<file path="src/rtl/sb_pkg.sv">
package sb_pkg;
   // Reduction structure used to combine per-slot matches into a hit flag.
   typedef enum logic {
      MATCH_FLAT = 1'b0,
      MATCH_TREE = 1'b1
   } match_style_e;

   // Pointer width that stays legal for a depth of one.
   function automatic int unsigned ptr_width(input int unsigned depth);
      return (depth > 1) ? $clog2(depth) : 1;
   endfunction
endpackage

</file>
<file path="src/rtl/sb_ptr_ctrl.sv">
module sb_ptr_ctrl #(
   parameter int unsigned DEPTH = 4,
   localparam int unsigned PTR_W = sb_pkg::ptr_width(DEPTH),
   localparam int unsigned CNT_W = $clog2(DEPTH + 1)
) (
   input  logic             clk,
   input  logic             rst_n,
   input  logic             push_req,
   input  logic             pop_req,
   output logic             push_ok,
   output logic             pop_ok,
   output logic [PTR_W-1:0] wr_ptr,
   output logic [PTR_W-1:0] rd_ptr,
   output logic             is_full,
   output logic             is_empty
);
   localparam logic [CNT_W-1:0] CNT_MAX = CNT_W'(DEPTH);
   localparam logic [PTR_W-1:0] PTR_LAST = PTR_W'(DEPTH - 1);

   logic [CNT_W-1:0] count_q;

   assign is_full  = (count_q == CNT_MAX);
   assign is_empty = (count_q == '0);
   assign push_ok  = push_req && !is_full;
   assign pop_ok   = pop_req && !is_empty;

   always_ff @(posedge clk) begin
      if (!rst_n) begin
         wr_ptr  <= '0;
         rd_ptr  <= '0;
         count_q <= '0;
      end else begin
         if (push_ok) begin
            wr_ptr <= (wr_ptr == PTR_LAST) ? '0 : wr_ptr + 1'b1;
         end
         if (pop_ok) begin
            rd_ptr <= (rd_ptr == PTR_LAST) ? '0 : rd_ptr + 1'b1;
         end
         case ({push_ok, pop_ok})
            2'b10:   count_q <= count_q + 1'b1;
            2'b01:   count_q <= count_q - 1'b1;
            default: count_q <= count_q;
         endcase
      end
   end
endmodule

</file>
<file path="src/rtl/sb_tag_store.sv">
module sb_tag_store #(
   parameter int unsigned DEPTH = 4,
   parameter int unsigned REG_W = 5,
   localparam int unsigned PTR_W = sb_pkg::ptr_width(DEPTH)
) (
   input  logic                   clk,
   input  logic                   rst_n,
   input  logic                   wr_en,
   input  logic [PTR_W-1:0]       wr_ptr,
   input  logic                   wr_vld,
   input  logic [REG_W-1:0]       wr_idx,
   input  logic                   rd_en,
   input  logic [PTR_W-1:0]       rd_ptr,
   output logic [DEPTH-1:0]       occ,
   output logic [DEPTH-1:0]       tag_vld,
   output logic [DEPTH*REG_W-1:0] tag_idx
);
   for (genvar s = 0; s < DEPTH; s++) begin : g_slot
      localparam logic [PTR_W-1:0] SLOT = PTR_W'(s);
      logic wr_here;
      logic rd_here;

      assign wr_here = wr_en && (wr_ptr == SLOT);
      assign rd_here = rd_en && (rd_ptr == SLOT);

      always_ff @(posedge clk) begin
         if (!rst_n) begin
            occ[s]     <= 1'b0;
            tag_vld[s] <= 1'b0;
         end else if (wr_here) begin
            occ[s]     <= 1'b1;
            tag_vld[s] <= wr_vld;
         end else if (rd_here) begin
            occ[s]     <= 1'b0;
            tag_vld[s] <= 1'b0;
         end
      end

      always_ff @(posedge clk) begin
         if (!rst_n) begin
            tag_idx[s*REG_W +: REG_W] <= '0;
         end else if (wr_here) begin
            tag_idx[s*REG_W +: REG_W] <= wr_idx;
         end
      end
   end
endmodule

</file>
<file path="src/rtl/sb_match_port.sv">
module sb_match_port #(
   parameter int unsigned DEPTH = 4,
   parameter int unsigned REG_W = 5,
   parameter sb_pkg::match_style_e STYLE = sb_pkg::MATCH_FLAT,
   localparam int unsigned LVL = sb_pkg::ptr_width(DEPTH),
   localparam int unsigned LEAVES = 1 << LVL
) (
   input  logic                   src_vld,
   input  logic [REG_W-1:0]       src_idx,
   input  logic [DEPTH-1:0]       occ,
   input  logic [DEPTH-1:0]       tag_vld,
   input  logic [DEPTH*REG_W-1:0] tag_idx,
   output logic                   hit
);
   logic [DEPTH-1:0] slot_eq;

   for (genvar s = 0; s < DEPTH; s++) begin : g_cmp
      assign slot_eq[s] = occ[s] && tag_vld[s] &&
                          (tag_idx[s*REG_W +: REG_W] == src_idx);
   end

   if (STYLE == sb_pkg::MATCH_FLAT) begin : g_flat
      assign hit = src_vld && (|slot_eq);
   end else begin : g_tree
      for (genvar l = 0; l <= LVL; l++) begin : g_lvl
         logic [(LEAVES >> l)-1:0] v;
         for (genvar j = 0; j < (LEAVES >> l); j++) begin : g_node
            if (l == 0) begin : g_leaf
               if (j < DEPTH) begin : g_used
                  assign v[j] = slot_eq[j];
               end else begin : g_pad
                  assign v[j] = 1'b0;
               end
            end else begin : g_or
               assign v[j] = g_lvl[l-1].v[2*j] | g_lvl[l-1].v[2*j+1];
            end
         end
      end
      assign hit = src_vld && g_lvl[LVL].v[0];
   end
endmodule

</file>
<file path="src/rtl/dest_scoreboard.sv">
module dest_scoreboard #(
   parameter int unsigned DEPTH = 4,
   parameter int unsigned REG_W = 5,
   parameter sb_pkg::match_style_e STYLE = sb_pkg::MATCH_FLAT
) (
   input  logic             clk,
   input  logic             rst_n,
   input  logic             ins_req,
   input  logic             ins_dst_vld,
   input  logic [REG_W-1:0] ins_dst_idx,
   output logic             ins_ack,
   input  logic             rem_req,
   input  logic             src_a_vld,
   input  logic [REG_W-1:0] src_a_idx,
   output logic             hit_a,
   input  logic             src_b_vld,
   input  logic [REG_W-1:0] src_b_idx,
   output logic             hit_b,
   input  logic             disp_req,
   output logic             stall,
   output logic             full,
   output logic             empty
);
   localparam int unsigned PTR_W = sb_pkg::ptr_width(DEPTH);

   if (DEPTH < 2) begin : g_bad_depth
      $error("dest_scoreboard: DEPTH must be at least 2");
   end
   if (REG_W < 1) begin : g_bad_width
      $error("dest_scoreboard: REG_W must be at least 1");
   end

   logic             pop_ok;
   logic [PTR_W-1:0] wr_ptr;
   logic [PTR_W-1:0] rd_ptr;
   logic [DEPTH-1:0] occ;
   logic [DEPTH-1:0] tag_vld;
   logic [DEPTH*REG_W-1:0] tag_idx;
   logic [1:0]       src_vld;
   logic [2*REG_W-1:0] src_idx;
   logic [1:0]       port_hit;

   sb_ptr_ctrl #(.DEPTH(DEPTH)) u_ptr (
      .clk      (clk),
      .rst_n    (rst_n),
      .push_req (ins_req),
      .pop_req  (rem_req),
      .push_ok  (ins_ack),
      .pop_ok   (pop_ok),
      .wr_ptr   (wr_ptr),
      .rd_ptr   (rd_ptr),
      .is_full  (full),
      .is_empty (empty)
   );

   sb_tag_store #(.DEPTH(DEPTH), .REG_W(REG_W)) u_store (
      .clk     (clk),
      .rst_n   (rst_n),
      .wr_en   (ins_ack),
      .wr_ptr  (wr_ptr),
      .wr_vld  (ins_dst_vld),
      .wr_idx  (ins_dst_idx),
      .rd_en   (pop_ok),
      .rd_ptr  (rd_ptr),
      .occ     (occ),
      .tag_vld (tag_vld),
      .tag_idx (tag_idx)
   );

   assign src_vld = {src_b_vld, src_a_vld};
   assign src_idx = {src_b_idx, src_a_idx};

   for (genvar p = 0; p < 2; p++) begin : g_port
      sb_match_port #(.DEPTH(DEPTH), .REG_W(REG_W), .STYLE(STYLE)) u_match (
         .src_vld (src_vld[p]),
         .src_idx (src_idx[p*REG_W +: REG_W]),
         .occ     (occ),
         .tag_vld (tag_vld),
         .tag_idx (tag_idx),
         .hit     (port_hit[p])
      );
   end

   assign hit_a = port_hit[0];
   assign hit_b = port_hit[1];
   assign stall = disp_req && (hit_a || hit_b || full);
endmodule

</file>
<file path="config.mk">
export PLATFORM = sky130hd
export DESIGN_NAME = dest_scoreboard
export DESIGN_NICKNAME = d
export VERILOG_FILES = /design/src/rtl/sb_pkg.sv /design/src/rtl/sb_ptr_ctrl.sv /design/src/rtl/sb_tag_store.sv /design/src/rtl/sb_match_port.sv /design/src/rtl/dest_scoreboard.sv
export SDC_FILE = /design/constraint.sdc
export NUM_CORES = 1
export LEC_CHECK = 0
export CORE_ASPECT_RATIO = 0.8
export CORE_UTILIZATION = 39
export DETAILED_ROUTE_END_ITERATION = 8
export GPL_TIMING_DRIVEN = 0
export MAX_ROUTING_LAYER = met4
export PLACE_DENSITY = 0.65
export SLEW_MARGIN = 25
export SYNTH_ARGS = -nofsm -noshare
export SYNTH_HDL_FRONTEND = slang
export SYNTH_SLANG_ARGS = --single-unit
</file>
<file path="constraint.sdc">
create_clock -name clk -period 2.8 [get_ports clk]
set_clock_uncertainty 0.1 [all_clocks]
set_input_delay 0.84 -clock clk [delete_from_list [all_inputs] [get_ports clk]]
set_output_delay 0.84 -clock clk [all_outputs]
set_load 0.02 [all_outputs]
</file>
== Yosys cells after proc, flatten, opt, wreduce, memory -nomap -nowiden ==
Cells that the tools add are included.

* Logic and storage cells: 90
* Memories: 0
* Register bits after elaboration: 35
* Bits in writable memories: 0
* Input bits: 23
* Output and inout bits: 6
* Latch bits: 0
* Bits in read-only memories: 0

* $mul: 0
* Bitwise gates (word level): 0
* Divide/modulo/power cells: 0
* $lt $le $gt $ge: 0
* Multiplexer cells: 15
* Equality and inequality tests: 17
* Add/sub/neg operators: 4
* Shifts and indexed selects: 0
* Reduce and logical (&&, ||, !) cells: 39

{| class="wikitable"
|+ Operators with widths
! cell !! number
|-
| == test 5 bit || 8
|-
| logical AND 1 bit || 25
|-
| 2-to-1 mux 1 bit || 12
|-
| == test 2 bit (second input constant) || 5
|-
| nonzero test 2 bit || 5
|-
| OR reduction 4 bit || 2
|-
| == test 2 x 1 -> 1 bit (second input constant) || 3
|-
| one-hot mux 3 bit (2 select lines) || 1
|-
| adder 2 x 1 -> 2 bit (second input constant) || 2
|-
| logical NOT 2 bit || 2
|-
| 2-to-1 mux 2 bit || 2
|-
| adder 3 x 1 -> 3 bit (second input constant) || 1
|-
| == test 3 bit (second input constant) || 1
|-
| logical NOT 3 bit || 1
|-
| subtractor 3 x 1 -> 3 bit (second input constant) || 1
|-
| logical NOT 1 bit || 2
|-
| logical OR 1 bit || 2
|}

== Depth between registers and ports, before layout ==
Gate-level depths: netlist (run 1).

* Depth after elaboration: 7
* Mapped depth: 9
* Depth with buffers taken out: 8

== Hierarchy ==
A second synthesis (run 1) with hierarchy kept.

* Cells, all modules: 211
* Area total of the unflattened synthesis: 1963.1 sq um

{| class="wikitable"
|+ Modules (own cells, without submodules)
! module !! instances !! cells an instance !! area an instance (sq um) !! seq. area each (sq um)
|-
| sb_tag_store || 1 || 105 || 1078.5 || 560.5
|-
| sb_match_port || 2 || 30 || 245.2 || 0.0
|-
| sb_ptr_ctrl || 1 || 45 || 385.4 || 140.1
|-
| dest_scoreboard || 1 || 1 || 8.8 || 0.0
|}

== Least setup slack after synthesis (run 1) ==
No wires, ideal clock.

* Kind: input to output
* Start point: input port src_a_idx[1]
* End point: output port stall
* Required time: 1.860 ns
* Path buffers: 1
* Slack: -0.218 ns
* Cell stages on the path: 6
* Arrival time: 2.078 ns
* Cells stage by stage: buf_2 > xor2_1 > nor4_1 > nand4_1 > a41oi_2 > o31a_1

* Word-level cells in the longest chain between the ends: 7
* Elaborated cells between the ends (all ways): 13
* Classes of those cells: eq/ne (4); reduce/logical (9)

{| class="wikitable"
|+ RTL lines
! item !! line !! source
|-
| from (decl) || dest_scoreboard.sv:14 || <nowiki>input logic [REG_W-1:0] src_a_idx,</nowiki>
|-
| == test 5 bit || sb_match_port.sv:19 || <nowiki>(tag_idx[s*REG_W +: REG_W] == src_idx);</nowiki>
|-
| logical AND 1 bit || sb_match_port.sv:18 || <nowiki>assign slot_eq[s] = occ[s] && tag_vld[s] &&</nowiki>
|-
| OR reduction 4 bit * || sb_match_port.sv:23 || <nowiki>assign hit = src_vld && (|slot_eq);</nowiki>
|-
| logical AND 1 bit * || sb_match_port.sv:23 ||
|-
| named net hit_a || dest_scoreboard.sv:15 || <nowiki>output logic hit_a,</nowiki>
|-
| logical OR 1 bit * (2 in series) || dest_scoreboard.sv:86 || <nowiki>assign stall = disp_req && (hit_a || hit_b || full);</nowiki>
|-
| logical AND 1 bit * || dest_scoreboard.sv:86 ||
|-
| to (decl) || dest_scoreboard.sv:20 || <nowiki>output logic stall,</nowiki>
|}

Mark *: on every way through the listed nets, which the timed path passes. The rest lies on a longest branch.

== Final worst setup path (run 1) ==
* Start point: input port src_b_idx[3]
* End point: output port stall

* Word-level cells in the longest chain between the ends: 7
* Elaborated cells between the ends (all ways): 13
* Classes of those cells: eq/ne (4); reduce/logical (9)

{| class="wikitable"
|+ RTL lines
! item !! line !! source
|-
| from (decl) || dest_scoreboard.sv:17 || <nowiki>input logic [REG_W-1:0] src_b_idx,</nowiki>
|-
| == test 5 bit || sb_match_port.sv:19 ||
|-
| logical AND 1 bit || sb_match_port.sv:18 ||
|-
| OR reduction 4 bit * || sb_match_port.sv:23 ||
|-
| logical AND 1 bit * || sb_match_port.sv:23 ||
|-
| logical OR 1 bit * (2 in series) || dest_scoreboard.sv:86 ||
|-
| logical AND 1 bit * || dest_scoreboard.sv:86 ||
|}

Mark *: on every way between the ends. The rest lies on a longest branch, timed or not.

==> results of run 1 <==
## layout make-up
cell class / count / share of cell area [%]
Sequential cell: 35 / 25.75
Timing Repair Buffer: 30 / 11.31
Clock inverter: 3 / 1.747
Multi-Input combinational cell: 183 / 52.32
Tap cell: 62 / 2.851
Inverter: 10 / 1.563
Buffer: 8 / 1.931
Clock buffer: 5 / 2.529
## flip-flops by register name (all words and copies together), names as in the netlist
name,flops
u_store.tag_idx,20
u_ptr.wr_ptr,2
u_store.occ,4
u_store.tag_vld,4
u_ptr.count_q,3
u_ptr.rd_ptr,2
## power breakdown
group | internal [mW] | switching (mW)
Clock | 0.270 | 0.214
Combinational | 0.252 | 0.305
Sequential | 0.557 | 0.0683
Total | 1.08 | 0.587
## worst reg2reg max path, stage by stage (launching register included)
cell	delay [ps]
dfxtp_1	360
nor3b_2	270
nand2b_4	230
ha_2	200
inv_1	50
fa_1	370
xor2_1	160
or3_1	300
a21boi_0	160
## cell usage after synthesis
| library cell | n | area (um2) |
|---|---|---|
| o21ai_0 | 2 | 10.01 |
| a21boi_1 | 14 | 105.1 |
| a21boi_2 | 11 | 123.9 |
| inv_2 | 1 | 3.750 |
| nor2_1 | 3 | 11.26 |
| ha_1 | 9 | 112.6 |
| a21oi_1 | 2 | 10.01 |
| a41oi_2 | 2 | 32.53 |
| nor2b_1 | 3 | 18.77 |
| o31a_1 | 1 | 8.760 |
| nor3b_2 | 1 | 12.51 |
| a21boi_0 | 6 | 45.04 |
| nor4_1 | 8 | 50.05 |
| inv_1 | 9 | 33.78 |
| xor2_1 | 33 | 289.0 |
| xnor2_1 | 9 | 78.83 |
| clkbuf_1 | 4 | 15.01 |
| nand2b_4 | 1 | 13.76 |
| nand2_4 | 2 | 22.52 |
| nor3_1 | 1 | 5.000 |
| nand2_1 | 32 | 120.1 |
| fa_1 | 1 | 20.02 |
| nand4_1 | 8 | 50.05 |
| nand3_1 | 25 | 125.1 |
| nand2_8 | 2 | 40.04 |
| and2_1 | 2 | 12.51 |
| or3_1 | 2 | 12.51 |
| buf_12 | 1 | 20.02 |
| dfxtp_1 | 35 | 700.7 |
| nand3_2 | 3 | 30.03 |
| buf_2 | 4 | 20.02 |
## how the worst min path moves through the flow
| stage | endpoint | slack (ps) | cells past startpoint |
|---|---|---|---|
| detailed placement | u_store.tag_vld[1] | 380 | 2 |
| finish | u_store.occ[3] | 390 | 2 |
| floorplan | u_store.tag_vld[0] | 360 | 2 |
| global placement | u_store.occ[0] | 370 | 2 |
| CTS | u_store.tag_vld[1] | 390 | 2 |
| global route | u_store.tag_vld[1] | 410 | 2 |
## stage by stage
step | instances | hold slack [ps] | setup TNS (ps) | instance area [um2]
final | 336 | 388.7 | -626.7 | 2721
after global routing | 336 | 413.9 | -826.9 | 2721
after CTS | 335 | 392.2 | -632.3 | 2684
after detailed placement | 326 | 376.2 | -4653 | 2501
after global placement | 326 | 371.5 | -4573 | 2501
after floorplan | 237 | 357.0 | -144.3 | 2153
## routing by layer
metal	vias up	share of wire, %	track usage (%)
met5	-	0	-
met4	0	0.95	5.720
met3	5	5.6	4.101
met2	36	42	31.75
met1	832	51	30.49
li1	878	-	-
## kinds of logic (layout without fill, tap and decap cells)
| family | after synthesis | count (layout) | share of synthesized area [%] |
|---|---|---|---|
| buffers and inverters | 19 | 56 | 4.299 |
| and+or+nand+nor | 93 | 93 | 24.35 |
| DFF | 35 | 35 | 32.54 |
| AOI/OAI and AO/OA | 38 | 38 | 15.57 |
| adders and majority gates | 10 | 10 | 6.159 |
| xor gates and xnor gates | 42 | 42 | 17.08 |
## repair_timing
| item | 4_1_cts | 5_1_grt |
|---|---|---|
| pin swaps | 15 | 4 |
| setup buffers | 2 | 1 |
| setup endpoints to repair | 4 | 5 |
| gates resized for setup | 81 | 12 |
==> results.ini, run 1 <==
[flow_run]
cap_violations=0

[setup_path]
cp-start-kind=input port
crit_chain=buf_12, xor2_2, nor4_2, nand4_1, a41oi_2, o31a_1, buf_6
regToRegStartpoint=u_ptr.count_q[0]
crit_cells=7
critPathSlowestCell=nor4_2
worstSetupStartpoint=src_b_idx[3]
crit_end=stall
worst-path-buf-inv=2
cp.arrival_ps=2120
crit_path_max_fanout=4
cp-end-kind=output port
cp.required_ps=1860
reg2reg_slack_ps=540
reg2reg_depth=8
critical-path-max-stage-delay_ps=340
cp_top_family=simple AND/OR/NAND/NOR gates
crit_type=in -> out
worstReg2RegEnd=u_ptr.count_q[2]

[die]
ios=29
num_rows=23
coreArea_um2=5151
die_w_um=85.08
die_h_um=68.46
die_area_um2=5824
start_util_pct=41.80

[cts]
insertion_delay_ps=300
clkTransAtPathRegs_ps=70
cts_buffers=5
clock_tree.root_cell=clkbuf_8
cts_tree=yes
clock_sinks=35
htreeDepth=2
cts_hold_buffers=0
cts.path.max_buffers=2

[synthesis]
syn-num-nets=270
avgSynthCellArea_um2=9.086
synth_seq_area_share_pct=32.54
yosysWarnings=0
netlist_area_um2=2153
synth_seq_cells=35
syn_inst=237
synth_cell_types=31

[global_routing]
grt_pass1_vias=1702
grt_max_degree=14
antenna_found_initial=0
grt_usage_pct=21.67
grt.overflow.total=0
grt_pass1_wl_um=8928

[sta]
finalMaxSlewViolations=0
finalWorstSetupSlack_ps=-264.7
post-route-period-util_pct=109.5
relSlewSlack_pct=69.16
max_freq_mhz=326.3
fin_crit_ps=3065
setup_viol=3
hold_violations=0
rsz0062_at_grt=true
worst_pin_slew_ps=462.6

[cells_and_area]
nNetsFinal=306
final_common_cell=dfxtp_1
fin_util_pct=52.83
n_antenna_cell=0
drive_gt1_share_pct=22.26
regArea_um2=700.7
fillers=487
area_delta_synth_final_pct=26.38
multi_input_area_um2=1424
mostFrequentLayoutCells=dfxtp_1 (35), nand2_1 (32), xor2_1 (29)

[pwr]
power_density_nw_per_um2=612.0
p_leak_nw=1.036
ir_drop_uv=293.6
power_mw=1.666

[place]
pre_cts_slack_ps=-1378
hpwlAfterDp_um=4206
place_congestion=0.9173
port_buffers=27

[hold_path]
hold_start=u_store.occ[3]
hold_class=reg -> reg

[route]
wl_per_cell_um=16.54
dr.pass1.iters=4
vias_per_cell=5.211
ant_nets=0
drt_first_iter_violations=64
vias=1751
drc=0
wl_um=5557

[outcome]
outcome=finished, violations left
violations=setup timing

Power figures use the tool's default switching activity.
==> run 2, diff against run 1 <==
--- a/config.mk
+++ b/config.mk
@@ -9,7 +9,6 @@
 export CORE_UTILIZATION = 39
 export DETAILED_ROUTE_END_ITERATION = 8
 export GPL_TIMING_DRIVEN = 0
-export MAX_ROUTING_LAYER = met4
 export PLACE_DENSITY = 0.65
 export SLEW_MARGIN = 25
 export SYNTH_ARGS = -nofsm -noshare
==> constraint.sdc (replaced) <==
create_clock -name clk -period 2.8 [get_ports clk]
set_clock_uncertainty 0.1 [all_clocks]
set_input_delay 0.28 -clock clk [delete_from_list [all_inputs] [get_ports clk]]
set_output_delay 0.28 -clock clk [all_outputs]
set_load 0.02 [all_outputs]
==> run 2 against run 1 <==
The run now ends clean. Setup slack better by 440 ps. Non-clock buffer count down 2. Hold slack better by 1.4 ps. Wire length down 3.2%. Design area down 4.2%. Critical path depth unchanged. Largest power group unchanged.
==> results.ini, run 2 (same netlist as run 1, synthesis figures left out) <==
[cells_and_area]
largest_register_ffs=20  ; unchanged
final_common_cell=dfxtp_1
n_antenna_cell=0  ; unchanged
top_register=u_store.tag_idx
nNetsFinal=304  ; -0.65%
area_delta_synth_final_pct=21.09
fillers=485  ; -0.41%
multi_input_area_um2=1379  ; -3.2%
fin_util_pct=50.62  ; -2.2 points
regArea_um2=700.7  ; unchanged
largestRegisters=u_store.tag_idx (20), u_store.occ (4), u_store.tag_vld (4)
fin_area_um2=2608  ; -4.2%
drive_gt1_share_pct=14.34  ; -7.9 points
mostFrequentLayoutCells=dfxtp_1 (35), xor2_1 (33), nand2_1 (32)
instances_no_fill=334  ; -0.60%

[place]
dpl_cell_area_um2=2501  ; unchanged
port_buffers=27  ; unchanged
dp.cells=326  ; unchanged
hpwlAfterDp_um=4062  ; -3.4%
place_congestion=0.8110  ; -12%

[setup_path]
critical-path-max-stage-delay_ps=520  ; +180 ps
crit_chain=clkdlybuf4s50_1, xor2_1, nor4_1, nand4_1, a41oi_2, o31a_1, dlygate4sd2_1
cp-end-kind=output port
cp.arrival_ps=2240  ; +120 ps
worstReg2RegEnd=u_ptr.count_q[2]
cp-start-kind=input port
crit_path_max_fanout=4  ; unchanged
reg2reg_slack_ps=430  ; -110 ps
cp.required_ps=2420  ; +560 ps
regToRegStartpoint=u_ptr.count_q[0]
critPathSlowestCell=clkdlybuf4s50_1
reg2reg_depth=8  ; unchanged
crit_type=in -> out

[global_routing]
grt_pass1_vias=1730  ; +1.6%
antenna_found_initial=0  ; unchanged
grt_usage_pct=20.47  ; -1.2 points
grt_max_degree=12  ; -2
grt.overflow.total=0  ; unchanged
grt_pass1_wl_um=8825  ; -1.2%

[route]
wl_per_cell_um=16.10  ; -2.7%
dr.pass1.iters=4  ; unchanged
drt_first_iter_violations=79  ; +23%
vias=1743  ; -0.46%
drc=0  ; unchanged
wl_um=5377  ; -3.2%
vias_per_cell=5.219  ; +0.14%
ant_nets=0  ; unchanged

[pwr]
p_leak_nw=1.025  ; -1.1%
seq_power_share_pct=41.3  ; +3.8 points
ir_drop_uv=466.6  ; +59%
power_switching_mw=0.5522  ; -6.0%
clkPwrFrac_pct=23.4  ; -5.7 points
power_density_nw_per_um2=581.6  ; -5.0%
internal_power_mw=0.9643  ; -11%
switching_share_pct=36.41  ; +1.2 points
pwr-share-comb_pct=35.3  ; +1.9 points

[sta]
post-route-period-util_pct=93.63  ; -16 points
fin_crit_ps=2622  ; -443.1 ps
hold_violations=0  ; unchanged
finalMaxSlewViolations=0  ; unchanged
setup_viol=0  ; -3
rsz0062_at_grt=false
relSlewSlack_pct=69.06  ; -0.099 points
worst_pin_slew_ps=464.1  ; +1.486 ps
max_freq_mhz=381.4  ; +17%

[cts]
insertion_delay_ps=290  ; about the same
clkTransAtPathRegs_ps=70  ; about the same
cts.path.max_buffers=2  ; unchanged
htreeDepth=2  ; unchanged
clock_sinks=35  ; unchanged
cts_tree=yes
clock_tree.root_cell=clkbuf_8
cts_buffers=5  ; unchanged

[die]
start_util_pct=41.80  ; unchanged
die_h_um=68.46  ; unchanged
die_w_um=85.08  ; unchanged
coreArea_um2=5151  ; unchanged
die_area_um2=5824  ; unchanged
num_rows=23  ; unchanged
ios=29  ; unchanged

[hold_path]
hold_start=u_store.occ[2]
hold_class=reg -> reg
whs_endpoint=u_store.occ[2]
worstHoldPathCells=2  ; unchanged

[flow_run]
cap_violations=0  ; unchanged

[outcome]
outcome=finished, final reports clean

-- run 2: cell types whose count changed in the layout (fill, tap and decap cells not counted), moves of 2 or more --
cell             change
nor4_1               +2
buf_6                -6
nor4_2               -2
buf_8                -2
xor2_2               -4
clkdlybuf4s50_1     +10
xor2_1               +4
clkinv_2             +3
dlymetal6s2s_1       +2
inv_6                -2
buf_4                -7
-- run 2: area by class of cell --
type	instances	share of cell area [%]
sequential	35	26.87
inverter	10	1.440
timing repair buffer	27	10.51
clock buffer	5	2.639
clock inverter	3	0.5758
buffer	9	2.111
tap	62	2.975
multi-input combinational	183	52.88
-- run 2: power by group through the flow --
stage	sequential [mW]	clock (mW)	combinational, mW
floorplan	0.615	0	0.375
global placement	0.634	0	0.526
detailed placement	0.635	0	0.535
CTS	0.624	0.363	0.540
global route	0.635	0.380	0.597
finish	0.626	0.355	0.536
-- run 2: metrics by stage --
stage | setup TNS (ps) | power (mW) | hold slack, ps | setup slack [ps]
after global routing | 0 | 1.612 | 412.1 | 55.67
final | 0 | 1.516 | 390.1 | 178.4
after CTS | 0 | 1.527 | 393.8 | 8.607
after detailed placement | -203.9 | 1.170 | 378.6 | -153.1
after floorplan | 0 | 0.9898 | 326.4 | 483.7
after global placement | -186.8 | 1.160 | 376.0 | -146.6
-- run 2: critical path: cells and delay by family --
kind	cells	cell delay, ps
XOR/XNOR	1	190
buffers and inverters	2	850
AND/OR/NAND/NOR	2	540
AO/OA/AOI/OAI	2	380
-- run 2: per-layer routing --
layer | vias to the layer above | GRT usage [%] | part of all wire [%]
met4 | 0 | 6.356 | 1.0
li1 | 879 | - | -
met5 | - | 0 | 0
met1 | 805 | 28.93 | 53
met3 | 7 | 3.498 | 5.4
met2 | 52 | 31.96 | 40
-- run 2: repair_timing --
item                       CTS  global route
setup endpoints to repair    3             2
hold buffers                 0             0
buffers inserted             0             0
gates resized for setup      4             2
cloned                       0             0
-- run 2: worst max path at each step --
| stage | start | endpoint | slack, ps | cells past startpoint |
|---|---|---|---|---|
| 3_5_place_dp | src_a_idx[3] | stall | -150 | 7 |
| 6_report | src_a_idx[4] | stall | 180 | 7 |
| 5_1_grt | src_b_idx[3] | stall | 60 | 7 |
| 3_3_place_gp | src_a_idx[3] | stall | -150 | 7 |
| 2_1_floorplan | u_ptr.count_q[0] | u_ptr.count_q[2] | 480 | 8 |
| 4_1_cts | src_a_idx[3] | hit_a | 9 | 6 |
